## src/rtl/pin_bank_pkg.sv

```systemverilog
package pin_bank_pkg;

  localparam int ADDR_W = 3;

  typedef enum logic [ADDR_W-1:0] {
    ADR_CTRL  = 3'd0,
    ADR_DIR   = 3'd1,
    ADR_OUT   = 3'd2,
    ADR_STATE = 3'd3,
    ADR_IEN   = 3'd4
  } regAddr_e;

  typedef struct packed {
    logic run;    // clock enabled and not cleared
    logic clear;  // block clear bit set
    logic wrDir;
    logic wrOut;
    logic wrIen;
  } bankStrobe_t;

endpackage

```

## src/rtl/pin_bank_sync.sv

```systemverilog
module pin_bank_sync #(
  parameter int WIDTH  = 16,
  parameter int STAGES = 2
) (
  input  logic             clk,
  input  logic             rst_n,
  input  logic             clear,
  input  logic             adv,
  input  logic [WIDTH-1:0] din,
  output logic [WIDTH-1:0] dout
);

  logic [WIDTH-1:0] stage [STAGES];

  generate
    for (genvar s = 0; s < STAGES; s++) begin : g_stage
      logic [WIDTH-1:0] srcVal;
      if (s == 0) begin : g_first
        assign srcVal = din;
      end else begin : g_next
        assign srcVal = stage[s-1];
      end
      always_ff @(posedge clk or negedge rst_n) begin
        if (!rst_n)      stage[s] <= '0;
        else if (clear)  stage[s] <= '0;
        else if (adv)    stage[s] <= srcVal;
      end
    end
  endgenerate

  assign dout = stage[STAGES-1];

endmodule

```

## src/rtl/pin_bank_ctrl.sv

```systemverilog
module pin_bank_ctrl
  import pin_bank_pkg::*;
(
  input  logic              clk,
  input  logic              rst_n,
  input  logic              wrEn,
  input  logic [ADDR_W-1:0] addr,
  input  logic [1:0]        wdataLow,
  output logic [1:0]        ctrlState,
  output bankStrobe_t       strb
);

  logic [1:0] ctrlReg;
  logic       runNow;

  always_ff @(posedge clk or negedge rst_n) begin
    if (!rst_n)                          ctrlReg <= 2'b00;
    else if (wrEn && addr == ADR_CTRL)   ctrlReg <= wdataLow;
  end

  assign runNow = ctrlReg[0] & ~ctrlReg[1];

  always_comb begin
    strb       = '0;
    strb.run   = runNow;
    strb.clear = ctrlReg[1];
    strb.wrDir = runNow & wrEn & (addr == ADR_DIR);
    strb.wrOut = runNow & wrEn & (addr == ADR_OUT);
    strb.wrIen = runNow & wrEn & (addr == ADR_IEN);
  end

  assign ctrlState = ctrlReg;

  // the control register always accepts a write
  assert_ctrl_write_R2: assert property (@(posedge clk) disable iff (!rst_n)
    (wrEn && addr == ADR_CTRL) |=> ctrlState == $past(wdataLow));

endmodule

```

## src/rtl/pin_bank_datapath.sv

```systemverilog
module pin_bank_datapath
  import pin_bank_pkg::*;
#(
  parameter int PINS       = 16,
  parameter int SHARE_LO   = 8,
  parameter int SHARE_N    = 8,
  parameter bit IEN_AT_LOW = 1'b0
) (
  input  logic              clk,
  input  logic              rst_n,
  input  bankStrobe_t       strb,
  input  logic              rdEn,
  input  logic [ADDR_W-1:0] addr,
  input  logic [2*PINS-1:0] wdata,
  input  logic [1:0]        ctrlState,
  input  logic [PINS-1:0]   pinIn,
  output logic [2*PINS-1:0] rdata,
  output logic [PINS-1:0]   pinOut,
  output logic [PINS-1:0]   pinOutEn,
  output logic              irqReq
);

  localparam int IEN_POS = IEN_AT_LOW ? 0 : SHARE_LO;

  logic [PINS-1:0]    outReg;
  logic [PINS-1:0]    dirReg;
  logic [SHARE_N-1:0] ienReg;
  logic [PINS-1:0]    pinSync;
  logic [PINS-1:0]    wrMask;
  logic [PINS-1:0]    wrVal;
  logic               sharedHit;
  logic               irqReg;

  assign wrMask = wdata[2*PINS-1:PINS];
  assign wrVal  = wdata[PINS-1:0];

  pin_bank_sync #(.WIDTH(PINS), .STAGES(2)) u_sync (
    .clk   (clk),
    .rst_n (rst_n),
    .clear (strb.clear),
    .adv   (strb.run),
    .din   (pinIn),
    .dout  (pinSync)
  );

  always_ff @(posedge clk or negedge rst_n) begin
    if (!rst_n) begin
      outReg <= '0;
      dirReg <= '0;
      ienReg <= '0;
    end else if (strb.clear) begin
      outReg <= '0;
      dirReg <= '0;
      ienReg <= '0;
    end else begin
      if (strb.wrOut) outReg <= (outReg & ~wrMask) | (wrVal & wrMask);
      if (strb.wrDir) dirReg <= wrVal;
      if (strb.wrIen) ienReg <= wdata[IEN_POS +: SHARE_N];
    end
  end

  assign sharedHit = |(pinSync[SHARE_LO +: SHARE_N] & ienReg);

  always_ff @(posedge clk or negedge rst_n) begin
    if (!rst_n)         irqReg <= 1'b0;
    else if (strb.clear) irqReg <= 1'b0;
    else if (strb.run)   irqReg <= sharedHit;
  end

  always_comb begin
    rdata = '0;
    if (rdEn) begin
      case (addr)
        ADR_CTRL:  rdata[1:0]                = ctrlState;
        ADR_DIR:   rdata[PINS-1:0]           = dirReg;
        ADR_OUT:   rdata[PINS-1:0]           = outReg;
        ADR_STATE: rdata[PINS-1:0]           = pinSync;
        ADR_IEN:   rdata[IEN_POS +: SHARE_N] = ienReg;
        default:   rdata = '0;
      endcase
    end
  end

  assign pinOut   = outReg;
  assign pinOutEn = dirReg;
  assign irqReq   = irqReg;

  // pins outside the write mask keep their value
  assert_masked_keep_R3: assert property (@(posedge clk) disable iff (!rst_n)
    strb.wrOut |=> ((pinOut ^ $past(pinOut)) & ~$past(wrMask)) == '0);

  // pins inside the write mask take the written value
  assert_masked_take_R3: assert property (@(posedge clk) disable iff (!rst_n)
    strb.wrOut |=> ((pinOut ^ $past(wrVal)) & $past(wrMask)) == '0);

  // the clear bit zeroes the pin registers and the request
  assert_clear_zero_R8: assert property (@(posedge clk) disable iff (!rst_n)
    strb.clear |=> (pinOut == '0 && pinOutEn == '0 && !irqReq));

  // with the clock bit off, nothing moves
  assert_frozen_R9: assert property (@(posedge clk) disable iff (!rst_n)
    (!strb.run && !strb.clear) |=> ($stable(pinOut) && $stable(pinOutEn)
                                    && $stable(irqReq) && $stable(pinSync)));

  // pins 0..7 alone never hold the request up
  assert_low_pins_quiet_R6: assert property (@(posedge clk) disable iff (!rst_n)
    (strb.run && pinSync[SHARE_LO +: SHARE_N] == '0) |=> !irqReq);

endmodule

```

## src/rtl/pin_bank.sv

```systemverilog
module pin_bank
  import pin_bank_pkg::*;
#(
  parameter int PINS       = 16,
  parameter bit IEN_AT_LOW = 1'b0
) (
  input  logic              clk,
  input  logic              rst_n,
  input  logic              wrEn,
  input  logic              rdEn,
  input  logic [2:0]        addr,
  input  logic [2*PINS-1:0] wdata,
  output logic [2*PINS-1:0] rdata,
  input  logic [PINS-1:0]   pinIn,
  output logic [PINS-1:0]   pinOut,
  output logic [PINS-1:0]   pinOutEn,
  output logic              irqReq
);

  localparam int SHARE_N  = PINS / 2;
  localparam int SHARE_LO = PINS - SHARE_N;

  bankStrobe_t strb;
  logic [1:0]  ctrlState;

  pin_bank_ctrl u_ctrl (
    .clk       (clk),
    .rst_n     (rst_n),
    .wrEn      (wrEn),
    .addr      (addr),
    .wdataLow  (wdata[1:0]),
    .ctrlState (ctrlState),
    .strb      (strb)
  );

  pin_bank_datapath #(
    .PINS       (PINS),
    .SHARE_LO   (SHARE_LO),
    .SHARE_N    (SHARE_N),
    .IEN_AT_LOW (IEN_AT_LOW)
  ) u_dp (
    .clk       (clk),
    .rst_n     (rst_n),
    .strb      (strb),
    .rdEn      (rdEn),
    .addr      (addr),
    .wdata     (wdata),
    .ctrlState (ctrlState),
    .pinIn     (pinIn),
    .rdata     (rdata),
    .pinOut    (pinOut),
    .pinOutEn  (pinOutEn),
    .irqReq    (irqReq)
  );

  // no read strobe, no data
  assert_idle_bus_R11: assert property (@(posedge clk) disable iff (!rst_n)
    !rdEn |-> rdata == '0);

endmodule

```

## config.mk

```make
export PLATFORM = sky130hd
export DESIGN_NAME = pin_bank
export DESIGN_NICKNAME = d
export VERILOG_FILES = /design/src/rtl/pin_bank_pkg.sv /design/src/rtl/pin_bank_sync.sv /design/src/rtl/pin_bank_ctrl.sv /design/src/rtl/pin_bank_datapath.sv /design/src/rtl/pin_bank.sv
export SDC_FILE = /design/constraint.sdc
export NUM_CORES = 1
export LEC_CHECK = 0
export ABC_AREA = 0
export BUFFER_PORTS_ARGS = -buffer_cell sky130_fd_sc_hd__buf_4
export CORE_UTILIZATION = 45
export CTS_CLUSTER_SIZE = 30
export DETAILED_ROUTE_END_ITERATION = 10
export HOLD_SLACK_MARGIN = 0.06
export PLACE_DENSITY = 0.71
export SLEW_MARGIN = 20
export SYNTH_ARGS = -nofsm -noshare
export SYNTH_HDL_FRONTEND = slang
export SYNTH_SLANG_ARGS = --single-unit
```

## constraint.sdc

```tcl
create_clock -name clk -period 2.1 [get_ports clk]
set_input_delay 0.42 -clock clk [delete_from_list [all_inputs] [get_ports clk]]
set_output_delay 0.42 -clock clk [all_outputs]
set_load 0.01 [all_outputs]
```

======== After elaboration in Yosys (flattened, before gate mapping) ========
Cells that the tools add are included.
W data, S select, Z words.
operators by class
  multiplexer cells ....................... 16
  bitwise gates (word level) .............. 11
  eq/ne operators ......................... 4
  reductions and logical operators ........ 7
operators with widths
  kind                  count
  $mux W16              9
  $and A16 B16 Y16      2
  $pmux W8 S4           1
  $pmux W6 S3           1
  $mux W8               2
  $not A16 Y16          1
  $or A16 B16 Y16       1
  $and A8 B8 Y8         1
  $pmux W2 S4           1
  $reduce_bool A2 Y1    4
  $reduce_or A8 Y1      1
  $eq A3 B2 Y1 const B  2
  $and A1 B1 Y1         5
  $eq A3 B1 Y1 const B  1
  $eq A3 B3 Y1 const B  1
  $logic_not A3 Y1      1
  $mux W1               2
  $logic_and A1 B1 Y1   1
  $not A1 Y1            1
storage, ports and cells
  input port bits ......................... 55
  register bits after elaboration ......... 75
  word-level logic and storage cells ...... 45
  output and inout port bits .............. 65

======== Longest topological paths before layout ========
Gate-level depths: netlist of run 1.
  depth in word-level cells ............... 6
  depth in mapped cells ................... 6
  mapped depth without buffers ............ 3

======== Cells and area by module ========
From an unflattened synthesis of run 1, not the netlist that was laid out.
second synthesis, totals
  cell total of the unflattened synthesis .. 387
  area total of the unflattened synthesis .. 3962.6 um^2
modules (own cells, without submodules)
  module             area each (um^2)  times used  cells an instance
  pin_bank_datapath  2476.1            1           269
  pin_bank_sync      1323.8            1           103
  pin_bank_ctrl      162.7             1           15

======== Worst setup path before layout of run 1 ========
No wires, ideal clock.
  kind .................................... in2out
  start point ............................. input port addr[2]
  end point ............................... output port rdata[10]
  required time ........................... 1680 ps
  data arrival time ....................... 1563 ps
  setup slack ............................. 117 ps
  buffers on the path ..................... 2
  cell stages on the path ................. 5
  cells stage by stage .................... buf_4 -> or3b_2 -> buf_2 -> a21boi_4 -> o21a_1
on the way
  cells in the longest elaborated chain, start to end .. 3
ends and longest elaborated chain
  element                               RTL line                 RTL
  start, declared                       pin_bank.sv:11           input logic [2:0] addr,
  $eq A3 B3 Y1 (tied with other cells)  pin_bank_datapath.sv:73  case (addr)
  $pmux W8 S4 *                         pin_bank_datapath.sv:73
  $mux W16 *                            pin_bank_datapath.sv:72  if (rdEn) begin
  end, declared                         pin_bank.sv:13           output logic [2*PINS-1:0] rdata,
Mark *: on every way between the ends. The rest lies on a longest branch, timed or not.

======== Final worst setup path of run 1 ========
  start point ............................. input port addr[1]
  end point ............................... output port rdata[13]
Same word-level chain as after synthesis.

==> results of run 1 <==
-- Yosys cell counts (2+ instances only) --
library cell                number  area (um2)
sky130_fd_sc_hd__nand4_1         3        18.8
sky130_fd_sc_hd__nor2b_1        19         119
sky130_fd_sc_hd__mux2_2         27         304
sky130_fd_sc_hd__o21ai_0        16        80.1
sky130_fd_sc_hd__a22oi_1         6        45.0
sky130_fd_sc_hd__a2bb2oi_1       2        17.5
sky130_fd_sc_hd__nand3b_1       17         128
sky130_fd_sc_hd__a32o_1          8        80.1
sky130_fd_sc_hd__a21oi_1        27         135
sky130_fd_sc_hd__a31o_2          3        26.3
sky130_fd_sc_hd__clkbuf_1       13        48.8
sky130_fd_sc_hd__nand3_1        28         140
sky130_fd_sc_hd__dfrtp_1        75        1880
sky130_fd_sc_hd__inv_1           3        11.3
sky130_fd_sc_hd__buf_1           3        11.3
sky130_fd_sc_hd__o21a_1          8        60.1
sky130_fd_sc_hd__buf_2          12        60.1
sky130_fd_sc_hd__mux2i_1        37         370
sky130_fd_sc_hd__buf_4          19         143
sky130_fd_sc_hd__nor3b_4         2        37.5
sky130_fd_sc_hd__nor2_1         41         154
sky130_fd_sc_hd__or3b_2          2        17.5
sky130_fd_sc_hd__nand2b_1        7        43.8
-- path summary, 6_finish.rpt --
kind | endpoint | slack (ns)
max in group asynchronous | u_dp.pinOutEn[14]$_DFFE_PN0P_ | 0.95
min in group asynchronous | u_dp.pinOut[12]$_DFFE_PN0P_ | 0.56
hold reg to reg | u_dp.u_sync.g_stage[1].srcVal[7]$_DFFE_PN0P_ | 0.53
setup reg to reg | u_dp.ienReg[5]$_DFFE_PN0P_ | 0.27
hold / removal | u_dp.u_sync.g_stage[1].srcVal[8]$_DFFE_PN0P_ | 0.31
setup / recovery | rdata[13] | 0.08
-- flip-flops by register name (all words and copies together), names as in the netlist --
signal / flops
u_ctrl.ctrlState: 2
u_dp.ienReg: 8
u_dp.irqReq: 1
u_dp.pinOut: 16
u_dp.pinOutEn: 16
u_dp.u_sync.dout: 16
u_dp.u_sync.g_stage.srcVal: 16
-- kinds of logic (layout without fill, tap and decap cells) --
| family | after synthesis | in the layout | share of synthesized area, % |
|---|---|---|---|
| simple gates | 125 | 125 | 17.4 |
| compound gates | 77 | 77 | 12.6 |
| flops | 75 | 75 | 46.0 |
| mux | 65 | 65 | 16.9 |
| buf+inv | 51 | 142 | 6.99 |
| other cells | 1 | 16 | 0.0919 |
-- worst max-delay path, cell delays in order --
cell	delay (ns)
sky130_fd_sc_hd__buf_4	0.12
sky130_fd_sc_hd__buf_4	0.14
sky130_fd_sc_hd__nor2b_1	0.14
sky130_fd_sc_hd__buf_4	0.17
sky130_fd_sc_hd__a32o_1	0.28
sky130_fd_sc_hd__o21a_1	0.18
sky130_fd_sc_hd__buf_4	0.14
-- metrics by stage --
stage | total power [mW] | hold slack, ns | setup slack, ns | util [%] | cells
after global routing | 3.95 | 0.302 | 0.0370 | 59.3 | 608
after detailed placement | 2.52 | 0.400 | 0.0155 | 56.5 | 591
after floorplan | 2.23 | 0.124 | 0.117 | - | 409
after global placement | 2.50 | 0.392 | 0.0300 | 56.5 | 591
after CTS | 3.81 | 0.295 | 0.00818 | 59.3 | 608
final | 3.77 | 0.306 | 0.0844 | 59.3 | 608
-- routing by layer --
metal	track usage [%]	routed length, um	vias up	part of all wire, %
met5	0	0	-	0
met4	7.92	225	0	2.1
met3	5.32	745	19	7.1
met2	37.8	5070	141	48
met1	29.5	4520	1636	43
li1	-	-	1567	-
-- power breakdown --
group / internal (mW) / total (mW) / switching [mW]
clock: 0.714 / 1.28 / 0.570
sequential: 1.59 / 1.70 / 0.111
combinational: 0.349 / 0.788 / 0.439
-- repair_timing --
action                                  CTS  global route
endpoints found under the setup margin    0             7
gates resized for setup                   0             1
setup buffers                             0             0
hold buffers                              1             0
hold endpoints to repair                 31             0
-- final cells by class --
| class | count | share of cell area, % |
|---|---|---|
| clock inverter | 6 | 1.83 |
| clock buffer | 10 | 2.65 |
| inverter | 3 | 0.217 |
| timing repair buffer | 123 | 18.5 |
| tap | 108 | 2.60 |
| sequential | 75 | 36.1 |
| multi-input combinational | 283 | 38.0 |
-- placed cells by master, fill, tap and decap left out, drive strengths merged, types with 5 or more instances in the layout --
cell,instances
mux2,28
nor2,41
a22oi,6
a21oi,27
dfrtp,75
mux2i,37
conb,16
o21ai,16
inv,5
nand3b,17
nor2b,19
nand3,29
o21a,8
buf,122
clkbuf,10
a32o,8
nand2b,7
==> flow_summary.rst, run 1 <==
.. list-table::
   :header-rows: 1

   * - Metric
     - Value
   * - Tmin final
     - 2.02 ns
   * - Max-slew violations
     - 0
   * - Clock Pin Slew Worst Setup and Hold Paths
     - 0.09 ns
   * - Number of placement rows
     - 34
   * - Wire length of the first global-routing pass
     - 17300 um
   * - Hold Path Origin
     - pinIn[8]
   * - Syn_area_per_cell
     - 10.4 um2
   * - Height of the die
     - 97.2 um
   * - R2R Path Start
     - u_ctrl.ctrlState[1]$_DFFE_PN0P_
   * - Horizontal die dimension
     - 97.2 um
   * - Area enclosed by the die boundary
     - 9450 um2
   * - Share of flip-flops with an asynchronous set or reset after synthesis
     - 100%
   * - Primary flip-flop cell chosen by synthesis mapping
     - sky130_fd_sc_hd__dfrtp_1
   * - Max-cap check violation count
     - 0
   * - Data arrival time of the critical path
     - 1.60 ns
   * - Count of state elements after synthesis
     - 75
   * - Final critical-path share of the clock period
     - 96.0%
   * - Largest net degree at the start of global routing
     - 49
   * - TritonCTS Buffers
     - 9
   * - Leakage power summed over all cells
     - 2.51 nW
   * - Per-cell via count in the routed design
     - 5.53
   * - Count of mapped cells out of synthesis
     - 394
   * - Via count of the routed design
     - 3363
   * - Launching element type of the critical path
     - primary input
   * - Area used by multi-input combinational logic
     - 1980 um2
   * - ANT nets after route
     - 0
   * - Diode insertion count for antenna repair
     - 0
   * - Overall Global Routing Usage
     - 22.9%
   * - Synthesis-to-layout area growth
     - 27.4%
   * - Global-route congestion overflow total
     - 0
   * - Setup repair after global routing missed its margin
     - no
   * - Endpoints failing hold
     - 0
   * - Worst ir drop on vdd
     - 0.000510 V
   * - Max FO, Critical Path
     - 8
   * - Number of distinct standard cells referenced by the synthesized netlist
     - 39
   * - Worst-Skew Late Latency
     - 0.35 ns
   * - Remaining design rule violation count
     - 0
   * - Storage element area
     - 1880 um2
   * - Routed wirelength normalized by instance count
     - 17.4 um
   * - Combined area of all synthesized cells
     - 4080 um2
   * - CTS sink cnt
     - 75
   * - Placed standard-cell area
     - 4950 um2
   * - Buffer depth of the longest clock path
     - 2
   * - Maximum level of the CTS H-tree
     - 3
   * - Run status
     - completed
   * - DPL Wire Length
     - 7540 um
   * - Number of DRC markers after the initial detailed-route iteration
     - 155
   * - Fillcell total
     - 783
   * - Cell at the root of the clock tree
     - sky130_fd_sc_hd__clkbuf_8
   * - Part of the Yosys area used for sequential elements
     - 46.0%
   * - Standard cell core area
     - 8760 um2
   * - Start-to-end type of the worst setup path
     - in2out
   * - FMAX
     - 0.496 GHz
   * - Antenna violations before repair
     - 0
   * - Required arrival time at the worst endpoint
     - 1.68 ns
   * - Post-detailed-routing wire length
     - 10600 um
   * - TritonCTS clock tree
     - yes
   * - Path type of the worst min-delay path
     - in2reg
   * - Worst Tran Pin Value
     - 0.548 ns
   * - Number of synthesis warnings
     - 0
   * - Final-layout setup total negative slack
     - 0 ns
   * - Router iterations before antenna repair
     - 4
   * - Count of endpoints failing setup in the final report
     - 0
   * - Initial Utilization
     - 46.6%
   * - IO buf count
     - 103
   * - Pwr Density
     - 725 nW/um2
   * - # IOs
     - 120
   * - Normalized max-slew margin
     - 63.4%
   * - Vias in the first global route
     - 3404
   * - Kind of capture point of the worst setup path
     - primary output
   * - Number of enable-type register cells in the synthesized netlist
     - 0
   * - Number of nets at the end of the flow
     - 550
   * - Final Instance Area
     - 5200 um2
   * - Worst Setup SP
     - addr[1]
   * - Skew final
     - 0.0110 ns
   * - Cells on Worst Hold Path
     - 3
   * - RePlAce Congestion
     - 0.877
   * - Share of post-route cells with drive strength above 1
     - 35.8%
   * - Depth of the most critical reg-to-reg path
     - 4
Power figures use the tool's default switching activity.
==> run 2, diff against run 1 <==
Settings changed: SYNTH_HIERARCHICAL from default to 1.
Clock period 2.1 ns to 2.32 ns, I/O delays scaled along.
==> flow_summary.rst, run 2 <==
.. list-table::
   :header-rows: 1

   * - Metric
     - Value
   * - Skew final
     - 0.0130 ns (+0.00204 ns)
   * - Final-layout setup total negative slack
     - 0 ns (unchanged)
   * - Count of mapped cells out of synthesis
     - 387 (-1.8%)
   * - Post-detailed-routing wire length
     - 9770 um (-7.4%)
   * - Hold_ws
     - 0.122 ns (-0.184 ns)
   * - Syn_area_per_cell
     - 10.2 um2 (-1.2%)
   * - Number of synthesis warnings
     - 6 (+6)
   * - Cell with the most instances after synthesis
     - sky130_fd_sc_hd__dfrtp_1
   * - Clock Pin Slew Worst Setup and Hold Paths
     - 0.09 ns (about the same)
   * - Router iterations before antenna repair
     - 5 (+1)
   * - Worst-Skew Late Latency
     - 0.35 ns (about the same)
   * - Share of flip-flops with an asynchronous set or reset after synthesis
     - 100% (unchanged)
   * - Vias in the first global route
     - 3002 (-12%)
   * - Synthesis-to-layout area growth
     - 24.0%
   * - Primary flip-flop cell chosen by synthesis mapping
     - sky130_fd_sc_hd__dfrtp_1
   * - IO buf count
     - 103 (unchanged)
   * - Initial Utilization
     - 47.3% (+0.70 points)
   * - Remaining design rule violation count
     - 0 (unchanged)
   * - Per-cell via count in the routed design
     - 5.38 (-2.7%)
   * - Endpoints failing hold
     - 0 (unchanged)
   * - Max-slew violations
     - 0 (unchanged)
   * - CTS Hold Buffers Added
     - 0 (-1)
   * - Pwr Density
     - 658 nW/um2 (-9.2%)
   * - Final critical-path share of the clock period
     - 92.1%
   * - Via count of the routed design
     - 3176 (-5.6%)
   * - TritonCTS clock tree
     - yes
   * - Wire length of the first global-routing pass
     - 15400 um (-11%)
   * - Leakage power summed over all cells
     - 2.27 nW (-9.5%)
   * - Post_cts resized
     - 0 (unchanged)
   * - Maximum level of the CTS H-tree
     - 3 (unchanged)
   * - Start-to-end type of the worst setup path
     - in2out
   * - CTS sink cnt
     - 75 (unchanged)
   * - Max FO, Critical Path
     - 33 (+25)
   * - Normalized max-slew margin
     - 48.5% (-15 points)
   * - Overall Global Routing Usage
     - 22.6% (-0.30 points)
   * - Fillcell total
     - 715 (-8.7%)
   * - Library cell with the largest summed area after synthesis
     - sky130_fd_sc_hd__dfrtp_1
   * - Run status
     - completed
   * - Setup repair after global routing missed its margin
     - no
   * - Launching element type of the critical path
     - primary input
   * - Most frequent standard cell in the layout excluding fill and tap cells
     - sky130_fd_sc_hd__buf_4
   * - Data arrival time of the critical path
     - 1.67 ns (+0.07 ns)
   * - Antenna violations before repair
     - 0 (unchanged)
   * - Tmin final
     - 2.14 ns
   * - RePlAce Congestion
     - 0.813 (-7.3%)
   * - Setup bufs post-CTS
     - 0 (unchanged)
   * - Path type of the worst min-delay path
     - in2async
   * - Height of the die
     - 95.8 um (-1.4%)
   * - Cell types occupying the most area after synthesis
     - sky130_fd_sc_hd__dfrtp_1 (47%), sky130_fd_sc_hd__mux2i_1 (15%), sky130_fd_sc_hd__nor2_1 (6.2%)
   * - Part of the Yosys area used for sequential elements
     - 47.4% (+1.4 points)
   * - Leading cell types in the layout, fill and taps excluded
     - sky130_fd_sc_hd__buf_4 (111), sky130_fd_sc_hd__dfrtp_1 (74), sky130_fd_sc_hd__nor2_1 (65)
   * - Kind of capture point of the worst setup path
     - primary output
   * - Count of endpoints failing setup in the final report
     - 0 (unchanged)
   * - Standard cell core area
     - 8380 um2 (-4.4%)
   * - Number of DRC markers after the initial detailed-route iteration
     - 204 (+32%)
   * - Count of state elements after synthesis
     - 75 (unchanged)
   * - TritonCTS Buffers
     - 9 (unchanged)
   * - R2R Path Start
     - u_ctrl/ctrlState[1]$_DFFE_PN0P_
   * - Most common library cells after synthesis
     - sky130_fd_sc_hd__dfrtp_1 (75), sky130_fd_sc_hd__nor2_1 (65), sky130_fd_sc_hd__mux2i_1 (60), sky130_fd_sc_hd__nand2_1 (33), sky130_fd_sc_hd__a21oi_1 (24)
   * - # IOs
     - 120 (unchanged)
   * - Largest net degree at the start of global routing
     - 75 (+53%)
   * - Number of nets at the end of the flow
     - 535 (-2.7%)
   * - ANT nets after route
     - 0 (unchanged)
   * - Required arrival time at the worst endpoint
     - 1.86 ns (+0.18 ns)
   * - Area share of the largest cell type after synthesis
     - 47.4% (+1.4 points)
   * - Horizontal die dimension
     - 95.8 um (-1.4%)
   * - Global-route congestion overflow total
     - 0 (unchanged)
   * - Max-cap check violation count
     - 0 (unchanged)
   * - Worst Setup SP
     - addr[1]
   * - Worst Tran Pin Value
     - 0.773 ns (+0.225 ns)
   * - Number of placement rows
     - 33 (-2.9%)
   * - DPL Wire Length
     - 6770 um (-10%)
   * - Diode insertion count for antenna repair
     - 0 (unchanged)
   * - Number of enable-type register cells in the synthesized netlist
     - 0 (unchanged)
   * - Combined area of all synthesized cells
     - 3960 um2 (-2.9%)
   * - Number of distinct standard cells referenced by the synthesized netlist
     - 33 (-15%)
   * - Worst ir drop on vdd
     - 0.000324 V (-37%)
   * - Buffer depth of the longest clock path
     - 2 (unchanged)
   * - Cell at the root of the clock tree
     - sky130_fd_sc_hd__clkbuf_8
   * - Share of post-route cells with drive strength above 1
     - 29.3% (-6.5 points)
   * - FMAX
     - 0.468 GHz
   * - Area enclosed by the die boundary
     - 9190 um2 (-2.8%)
   * - Routed wirelength normalized by instance count
     - 16.6 um (-4.6%)
==> run 2: cell types whose count changed after synthesis, sizes merged, moves of 16 or more <==
cell   delta
nand2    +32
nor2     +24
mux2i    +23
mux2     -20
nor2b    -19
o21ai    -16
==> run 2: through the flow <==
stage | instance area [um2] | setup WS (ns) | util (%) | total power [mW] | std cells
6_report | 4910 | 0.183 | 58.6 | 3.23 | 590
5_1_grt | 4910 | 0.130 | 58.6 | 3.39 | 590
4_1_cts | 4910 | 0.217 | 58.6 | 3.27 | 590
3_5_place_dp | 4700 | 0.218 | 56.1 | 2.20 | 574
3_3_place_gp | 4700 | 0.270 | 56.1 | 2.18 | 574
2_1_floorplan | 4020 | 0.559 | - | 2.01 | 402
==> run 2: cell families after synthesis <==
group | after synthesis | share of synthesized area, %
flip-flops | 75 | 47.4
buffers and inverters | 47 | 8.34
AND/OR/NAND/NOR | 141 | 17.1
other | 1 | 0.0946
AO/OA/AOI/OAI | 55 | 9.63
multiplexers | 68 | 17.4
==> run 2: path summary, 6_finish.rpt <==
| kind | to | cells after the start | slack, ns |
|---|---|---|---|
| setup / recovery | rdata[12] | 5 | 0.18 |
| hold / removal | u_dp/pinOut[9]$_DFFE_PN0P_ | 1 | 0.12 |
| setup reg to reg | u_dp/pinOutEn[12]$_DFFE_PN0P_ | 5 | 0.62 |
| hold reg to reg | u_dp/u_sync/g_stage[1].srcVal[2]$_DFFE_PN0P_ | 2 | 0.53 |
| max in group asynchronous | u_dp/ienReg[1]$_DFFE_PN0P_ | 2 | 1.49 |
| min in group clk | u_dp/u_sync/g_stage[1].srcVal[1]$_DFFE_PN0P_ | 3 | 0.35 |
==> run 2: worst max-delay path, stage by stage <==
cell	delay, ns
sky130_fd_sc_hd__buf_4	0.33
sky130_fd_sc_hd__and3b_1	0.42
sky130_fd_sc_hd__a22o_1	0.19
sky130_fd_sc_hd__o21a_1	0.13
sky130_fd_sc_hd__buf_4	0.12
==> run 2: power breakdown <==
group | internal [mW] | switching, mW | leakage [nW] | total [mW]
Combinational | 0.280 | 0.367 | 1.14 | 0.647
Sequential | 1.43 | 0.0920 | 1.03 | 1.52
Clock | 0.536 | 0.528 | 0.0995 | 1.06
==> run 2: layout make-up <==
class                      instances  area, um2  area share [%]
sequential                        75       1880            38.2
multi-input combinational        280       1830            37.3
timing repair buffer             112        853            17.4
clock buffer                      10        138            2.80
tap                              105        131            2.67
clock inverter                     6       71.3            1.45
inverter                           2       7.51           0.153
==> run 2: per-layer routing <==
layer  GRT usage (%)  share of wire [%]  vias up
met2            37.3                 49      130
met4            9.70                1.9        0
li1                -                  -     1488
met1            28.9                 43     1546
met5               0                  0        -
met3            4.27                6.2       12
